### config.mk
export PLATFORM = sky130hd
export DESIGN_NAME = bank_pager
export DESIGN_NICKNAME = d
export VERILOG_FILES = /design/src/rtl/bank_pager.sv
export SDC_FILE = /design/constraint.sdc
export NUM_CORES = 1
export LEC_CHECK = 0
export BUFFER_PORTS_ARGS = -buffer_cell sky130_fd_sc_hd__buf_2
export CAP_MARGIN = 20
export CELL_PAD_IN_SITES_DETAIL_PLACEMENT = 1
export CELL_PAD_IN_SITES_GLOBAL_PLACEMENT = 2
export CORE_MARGIN = 2
export CORE_UTILIZATION = 16
export CTS_CLUSTER_DIAMETER = 50
export DETAILED_ROUTE_END_ITERATION = 10
export GPL_TIMING_DRIVEN = 0
export PLACE_DENSITY_LB_ADDON = 0.1
export SLEW_MARGIN = 10
export SYNTH_ARGS = -nofsm -noshare
export SYNTH_HDL_FRONTEND = slang
export SYNTH_SLANG_ARGS = --single-unit
### constraint.sdc
create_clock -name clk -period 3.3 [get_ports clk]
set_input_delay 0.66 -clock clk [delete_from_list [all_inputs] [get_ports clk]]
set_output_delay 0.66 -clock clk [all_outputs]
set_load 0.01 [all_outputs]
### src/rtl/bank_pager.sv
module bank_pager #(
  parameter int FIXED_BANK = 2
) (
  input  logic        clk,
  input  logic        rst_n,
  input  logic        cpu_en,
  input  logic [15:0] addr,
  input  logic [7:0]  data_in,
  input  logic        mem_rd,
  input  logic        mem_wr,
  input  logic        io_wr,
  input  logic        unlock,
  output logic        rom_cs,
  output logic        vram_cs,
  output logic        sram_cs,
  output logic        vram_we,
  output logic        sram_we,
  output logic [4:0]  bank,
  output logic [17:0] sram_addr,
  output logic        lane_hi,
  output logic        lane_lo,
  output logic        screen_sel,
  output logic        rom_bank,
  output logic        locked
);
  localparam int OFFS_W = 14;
  localparam logic [4:0] FB = 5'(FIXED_BANK);

  logic [7:0] ctrl;
  logic [1:0] region;
  logic       mem_act, port_hit, port_take;
  logic [4:0] paged;

  assign region    = addr[15:14];
  assign mem_act   = mem_rd | mem_wr;
  assign port_hit  = io_wr & ~addr[15] & addr[14] & ~addr[1];
  assign port_take = port_hit & cpu_en & ~ctrl[5];

  always_ff @(posedge clk) begin
    if (!rst_n) ctrl <= 8'h00;
    else begin
      if (port_take) ctrl <= data_in;
      if (unlock) ctrl[5] <= 1'b0;
    end
  end

  assign paged = {ctrl[7], ctrl[6], ctrl[2:0]};
  assign bank  = (region == 2'b10) ? FB : paged;

  assign rom_cs  = mem_act & (region == 2'b00);
  assign vram_cs = mem_act & (region == 2'b01);
  assign sram_cs = mem_act & region[1];
  assign vram_we = vram_cs & mem_wr & cpu_en;
  assign sram_we = sram_cs & mem_wr & cpu_en;

  assign sram_addr = {bank[3:0], addr[OFFS_W-1:0]};
  assign lane_hi   = sram_cs & bank[4];
  assign lane_lo   = sram_cs & ~bank[4];

  assign screen_sel = ctrl[3];
  assign rom_bank   = ctrl[4];
  assign locked     = ctrl[5];

  p_one_cs_r1: assert property (@(posedge clk) disable iff (!rst_n)
    $onehot0({rom_cs, vram_cs, sram_cs}));
  p_fixed_bank_r2: assert property (@(posedge clk) disable iff (!rst_n)
    (sram_cs && region == 2'b10) |-> (bank == FB));
  p_lanes_r4: assert property (@(posedge clk) disable iff (!rst_n)
    sram_cs |-> (lane_hi ^ lane_lo));
  p_gated_we_r7: assert property (@(posedge clk) disable iff (!rst_n)
    !cpu_en |-> (!sram_we && !vram_we));
  p_lock_hold_r8: assert property (@(posedge clk) disable iff (!rst_n)
    (locked && !unlock) |=> $stable(ctrl));
  p_unlock_r9: assert property (@(posedge clk) disable iff (!rst_n)
    unlock |=> !locked);
  p_rom_no_we_r11: assert property (@(posedge clk) disable iff (!rst_n)
    rom_cs |-> (!sram_we && !vram_we));
endmodule

==> run metrics, run 1 <==
CTS Hold Bufs 0; Worst Tran Pin Value about 0.70 ns; H-Tree Depth 1; Setup-failing EPs final 0; Antenna Cells 0; max_cap viols 0; met3 Track Usage GR approximately 1.4%; Clock Latency Late Sink between 0.2 and 0.25 ns; GR met1 Demand/Resource between 7 and 8%; Syn Nets approximately 100; clock sinks 8; max-slew violations 0; vias in the first global route 597; Largest regs ctrl (8); P&R area growth vs syn 58.4%; Initial Util between 10% and 20%; worst endpoint required time about 2.6 ns; TritonRoute pass-1 iters 3; TritonCTS clock tree built; PortBufs 50; RSZ-0062 raised after global routing no; Max Root-Sink Buffers 2; Yosys warnings 0; chip height around 63 µm; max reg flops 8; HP Start ctrl[6]; critical path's top delay family simple AND/OR/NAND/NOR gates; Mapped Cells 70; Cell Area, Placed a little under 900 µm²; global-route wire length before repair between 2000 and 2500 µm; Core ar. ~3400 µm²; final core occ between 20% and 30%; Ports between 60 and 70; worst rel slew slack 52.8%; Cell variety after synth 17; Hold WS between 0.4 and 0.5 ns; startpoint class of the critical path input port; post-synthesis sequential area ratio roughly 28%; leak pwr around 0.50 nW; period utilization about two thirds; DR vias 625; critical path fanouts, max 5; final WL around 1600 µm; nets approximately 160; status finished, final reports clean; Post-route DRC 0; vias per cell approximately 3.7; crit path from addr[14]; initial antenna violation count 0; Fmax 460 MHz; Clk Tree Root Cell clkbuf_4; Buf+Inv Stages, Crit Path 2; routed length per instance roughly 9.2 µm; pin count of the biggest net entering global routing 11; busiest grt layer met2; Reg clk slew, reported paths 0.05 ns; Crit. End Element output pin; worst min path class register to register; met2 usage between 10% and 20%; critical-path cell list buf_2 -> or2b_1 -> and2_1 -> and2_1 -> buf_2; DP Wirelength 1360 µm; Die ar. 4030 µm²; post-route ant nets 0; Biggest register ctrl; Num CTS Buffers 3; width of the die between 60 and 70 µm; CTS resizes 0; Fin Clk Skew 0.00264 ns; Hold Fails Final Rpt 0; DRT iter0 DRCs 3; CP max-delay cell or2b_1; buffer count from post-CTS setup fixing 0; kind of critical path input port to output pin; post-synthesis register bit count 8; post-layout min period ~2.2 ns; GRT Overall Usage between 7 and 8%; Max rail drop VDD roughly 110 µV; Final Wtd Congestion around 0.60; total gr overflow 0; worst path arrival time about 1.5 ns; Setup TNS 0 ns; layout cells sized above 1 between 60% and 70%; Mean Syn Cell Area roughly 8 µm²; Pwr Density ~260 nW/µm²; most common cell after layout, fill and taps aside buf_2; Mapped Area around 570 µm²; r2r startpoint ctrl[5]; critical path's largest stage delay 0.26 ns; most frequent cells in the layout buf_2, buf_4, nand2_1; Design Area, Final 896 µm²; Cell Rows 21
## path summary, 6_finish.rpt
kind / cells after the start / to / slack (ns)
setup / recovery: 5 / lane_hi / 1.13
hold / removal: 2 / ctrl[6] / 0.45
setup reg to reg: 2 / ctrl[2] / 1.97
hold reg to reg: 2 / ctrl[6] / 0.45
## stage by stage
stage	setup WS [ns]	power [mW]	std cells
floorplan	1.34	0.136	70
global placement	1.12	0.166	166
detailed placement	1.11	0.167	166
CTS	1.11	0.243	169
global route	1.06	0.251	169
finish	1.13	0.234	169
## report_power, final
group	internal, mW	switching, mW
clock network	0.0414	0.0300
registers	0.0979	0.000558
logic	0.0350	0.0294
## layout make-up
class                      instances  area, µm²
multi-input combinational         41        259
clock buffer                       3       22.5
tap                               46       57.6
fill                             449       2470
timing repair buffer              50        250
buffer                            19        139
sequential                         8        160
inverter                           2       7.51
## cells by family after synthesis
family	synth area share, %
muxes	12.4
AOI/OAI and AO/OA	2.65
DFF	28.3
and+or+nand+nor	30.8
buffers and inverters	25.9
## tightest hold or removal path, delay by kind of cell (launching register included)
kind	cells	cell delay (ns)
simple gates	1	0.05
mux	1	0.05
flops	1	0.30
## synthesized netlist by cell type
cell type | number | share of area (%)
nor2_1 | 4 | 2.7
inv_1 | 2 | 1.3
buf_4 | 18 | 24
and3_2 | 1 | 1.3
and2_1 | 5 | 5.5
nand2b_4 | 1 | 2.4
nor4_4 | 1 | 3.8
a32o_1 | 1 | 1.8
o21ai_0 | 1 | 0.88
nand2_1 | 16 | 11
clkbuf_1 | 1 | 0.66
and3_1 | 1 | 1.1
nand2b_1 | 1 | 1.1
dfxtp_1 | 8 | 28
nor3_1 | 1 | 0.88
mux2i_1 | 7 | 12
or2b_1 | 1 | 1.3
## routing by layer
metal / routed length [µm] / share of wire, % / vias to the layer above
li1: - / - / 314
met1: 610 / 39 / 268
met2: 757 / 49 / 41
met3: 154 / 9.9 / 2
met4: 27 / 1.7 / 0
met5: 0 / 0 / -
Note: power is estimated with default switching activity, not from simulation.
==> inputs of run 2 (changes only) <==
Settings changed: CORE_UTILIZATION 16 to 13.
Clock period 3.3 ns to 1.83 ns, I/O delays scaled along.
==> run 2 against run 1 <==
Critical path depth unchanged. Wire length up 4.3%. Global-route usage down 1.2 points. Setup slack worse by 0.89 ns. Sequential share of layout area down 0.46 points. Clock-buffer cell count unchanged. Clock skew down 0.0012 ns. Design area up 2.7%. Clock power rose to 2.9 times the previous value. Combinational power up 82%. Hold slack worse by 0.059 ns. Sequential power up 81%. Critical endpoint unchanged. Highest routed layer unchanged.
==> run metrics, run 2 (synthesis gave the netlist of run 1 again) <==
status finished, final reports clean (unchanged); post-route ant nets 0 (unchanged); HP Start data_in[2] (was ctrl[6]); routed length per instance 9.35 µm (was 9.17 µm); # fillers 515 (was 449); Worst R2R Path Depth 2 (unchanged); worst min path class input port to register (was register to register); TritonRoute pass-1 iters 2 (was 3); CTS Hold Bufs 0 (unchanged); Setup-failing EPs final 0 (unchanged); PortBufs 50 (unchanged); max-slew violations 0 (unchanged); TritonCTS clock tree built (unchanged); Clock Latency Late Sink 0.22 ns (was 0.24 ns); total gr overflow 0 (unchanged); DP Wirelength 1430 µm (was 1360 µm); Cell Area, Placed 878 µm² (was 873 µm²); Reg2Reg Setup Slack 0.51 ns (was 1.97 ns); DRT iter0 DRCs 1 (was 3); Cell Rows 23 (was 21); Final Wtd Congestion 0.617 (was 0.603); P&R area growth vs syn 62.6% (was 58.4%); vias in the first global route 579 (was 597); period utilization 87.1%; nets 156 (unchanged); Reg-to-Reg End ctrl[1] (was ctrl[2]); vias per cell 3.50 (was 3.70); area of the multi-input gates 259 µm² (unchanged); DR vias 605 (was 625); Largest regs ctrl (8) (unchanged); GRT Overall Usage 6.52% (was 7.76%); startpoint class of the critical path input port (unchanged); Worst Tran Pin Value 0.686 ns (was 0.702 ns); Die ar. 4890 µm² (was 4030 µm²); critical path's largest stage delay 0.27 ns (was 0.26 ns); buffer count from post-CTS setup fixing 0 (unchanged); Antenna Cells 0 (unchanged); worst slack at placement 0.212 ns (was 1.11 ns); worst endpoint required time 1.46 ns (was 2.64 ns); critical path fanouts, max 5 (unchanged); Ports 64 (unchanged); Hold Fails Final Rpt 0 (unchanged); r2r startpoint ctrl[5] (unchanged); Num CTS Buffers 3 (unchanged); Crit. End Element output pin (unchanged); pin count of the biggest net entering global routing 11 (unchanged); Fmax 628 MHz; chip height 70.0 µm (was 63.5 µm); Fin Clk Skew 0.00146 ns (was 0.00264 ns); Initial Util 13.8% (was 16.8%); final setup margin 0.237 ns (was 1.13 ns); Setup TNS 0 ns (unchanged); clock sinks 8 (unchanged); Biggest register ctrl (unchanged); RSZ-0062 raised after global routing no (unchanged); width of the die 70.0 µm (was 63.5 µm); Max rail drop VDD 276 µV (was 110 µV); most frequent cells in the layout buf_2, buf_4, nand2_1 (unchanged); CP max-delay cell or2b_1 (unchanged); Min-Delay Path Depth 3 (was 2); Post-route DRC 0 (unchanged); Pwr Density 546 nW/µm² (was 261 nW/µm²); layout cells sized above 1 60.2% (unchanged); leak pwr 0.506 nW (was 0.498 nW); Reg clk slew, reported paths 0.04 ns (was 0.05 ns); Max Root-Sink Buffers 2 (unchanged); initial antenna violation count 0 (unchanged); post-layout min period ~1.6 ns; worst path arrival time 1.23 ns (was 1.51 ns); kind of critical path input port to output pin (unchanged); Design Area, Final 920 µm² (was 896 µm²); Sequential Area 160 µm² (unchanged); critical-path cell list buf_2 -> or2b_1 -> and2_1 -> and2_1 -> buf_2 (unchanged); Buf+Inv Stages, Crit Path 2 (unchanged); max_cap viols 0 (unchanged); most common cell after layout, fill and taps aside buf_2 (unchanged); CTS resizes 0 (unchanged); critical path's top delay family simple AND/OR/NAND/NOR gates (unchanged); Clk Tree Root Cell clkbuf_8 (was clkbuf_4); worst rel slew slack 54.0% (was 52.8%); Core ar. 4090 µm² (was 3360 µm²); Hold EP ctrl[2] (was ctrl[6]); H-Tree Depth 1 (unchanged); final WL 1620 µm (was 1550 µm); max reg flops 8 (unchanged); global-route wire length before repair 2630 µm (was 2490 µm)
## run 2: cell count changes in the layout (fill, tap and decap cells not counted)
cell | before | now
clkbuf_4 | 3 | 0
clkbuf_8 | 0 | 3
## run 2: per-layer routing
metal | up-vias | GRT usage, % | share of wire [%]
li1 | 314 | - | -
met5 | - | 0 | 0
met1 | 251 | 7.31 | 39
met2 | 38 | 10.8 | 47
met3 | 2 | 2.45 | 13
met4 | 0 | 3.21 | 0.74
## run 2: layout make-up
cell class | count | area share (%)
well taps | 50 | 6.80
repair buffers | 50 | 27.2
inverters | 2 | 0.816
flip-flops and latches | 8 | 17.4
plain buffers | 19 | 15.1
multi-input cells | 41 | 28.2
clock buffers | 3 | 4.49
## run 2: worst register-to-register path, cell delays in order (launching register included)
cell and delay (ns):
dfxtp_1 0.33, nor4_4 0.66, mux2i_1 0.25
## run 2: power by group
| part | internal, mW | switching, mW |
|---|---|---|
| Combinational | 0.0631 | 0.0539 |
| Sequential | 0.177 | 0.000982 |
| Clock | 0.142 | 0.0652 |
| Total | 0.382 | 0.120 |
## run 2: worst max-delay path by stage
| stage | start | end | slack (ns) | cells after the start |
|---|---|---|---|---|
| after CTS | addr[15] | lane_hi | 0.21 | 5 |
| after global routing | addr[15] | lane_hi | 0.17 | 5 |
| after floorplan | addr[15] | lane_lo | 0.46 | 3 |
| after global placement | addr[15] | lane_hi | 0.21 | 5 |
| after detailed placement | addr[14] | lane_hi | 0.21 | 5 |
| final | addr[14] | lane_hi | 0.24 | 5 |
## run 2: metrics by stage
stage          power (mW)  util [%]  cells  hold slack, ns
2_1_floorplan       0.246         -     70           0.430
3_3_place_gp        0.299      21.5    170           0.441
3_5_place_dp        0.301      21.5    170           0.450
4_1_cts             0.517      22.5    173           0.389
5_1_grt             0.537      22.5    173           0.394
6_report            0.503      22.5    173           0.390
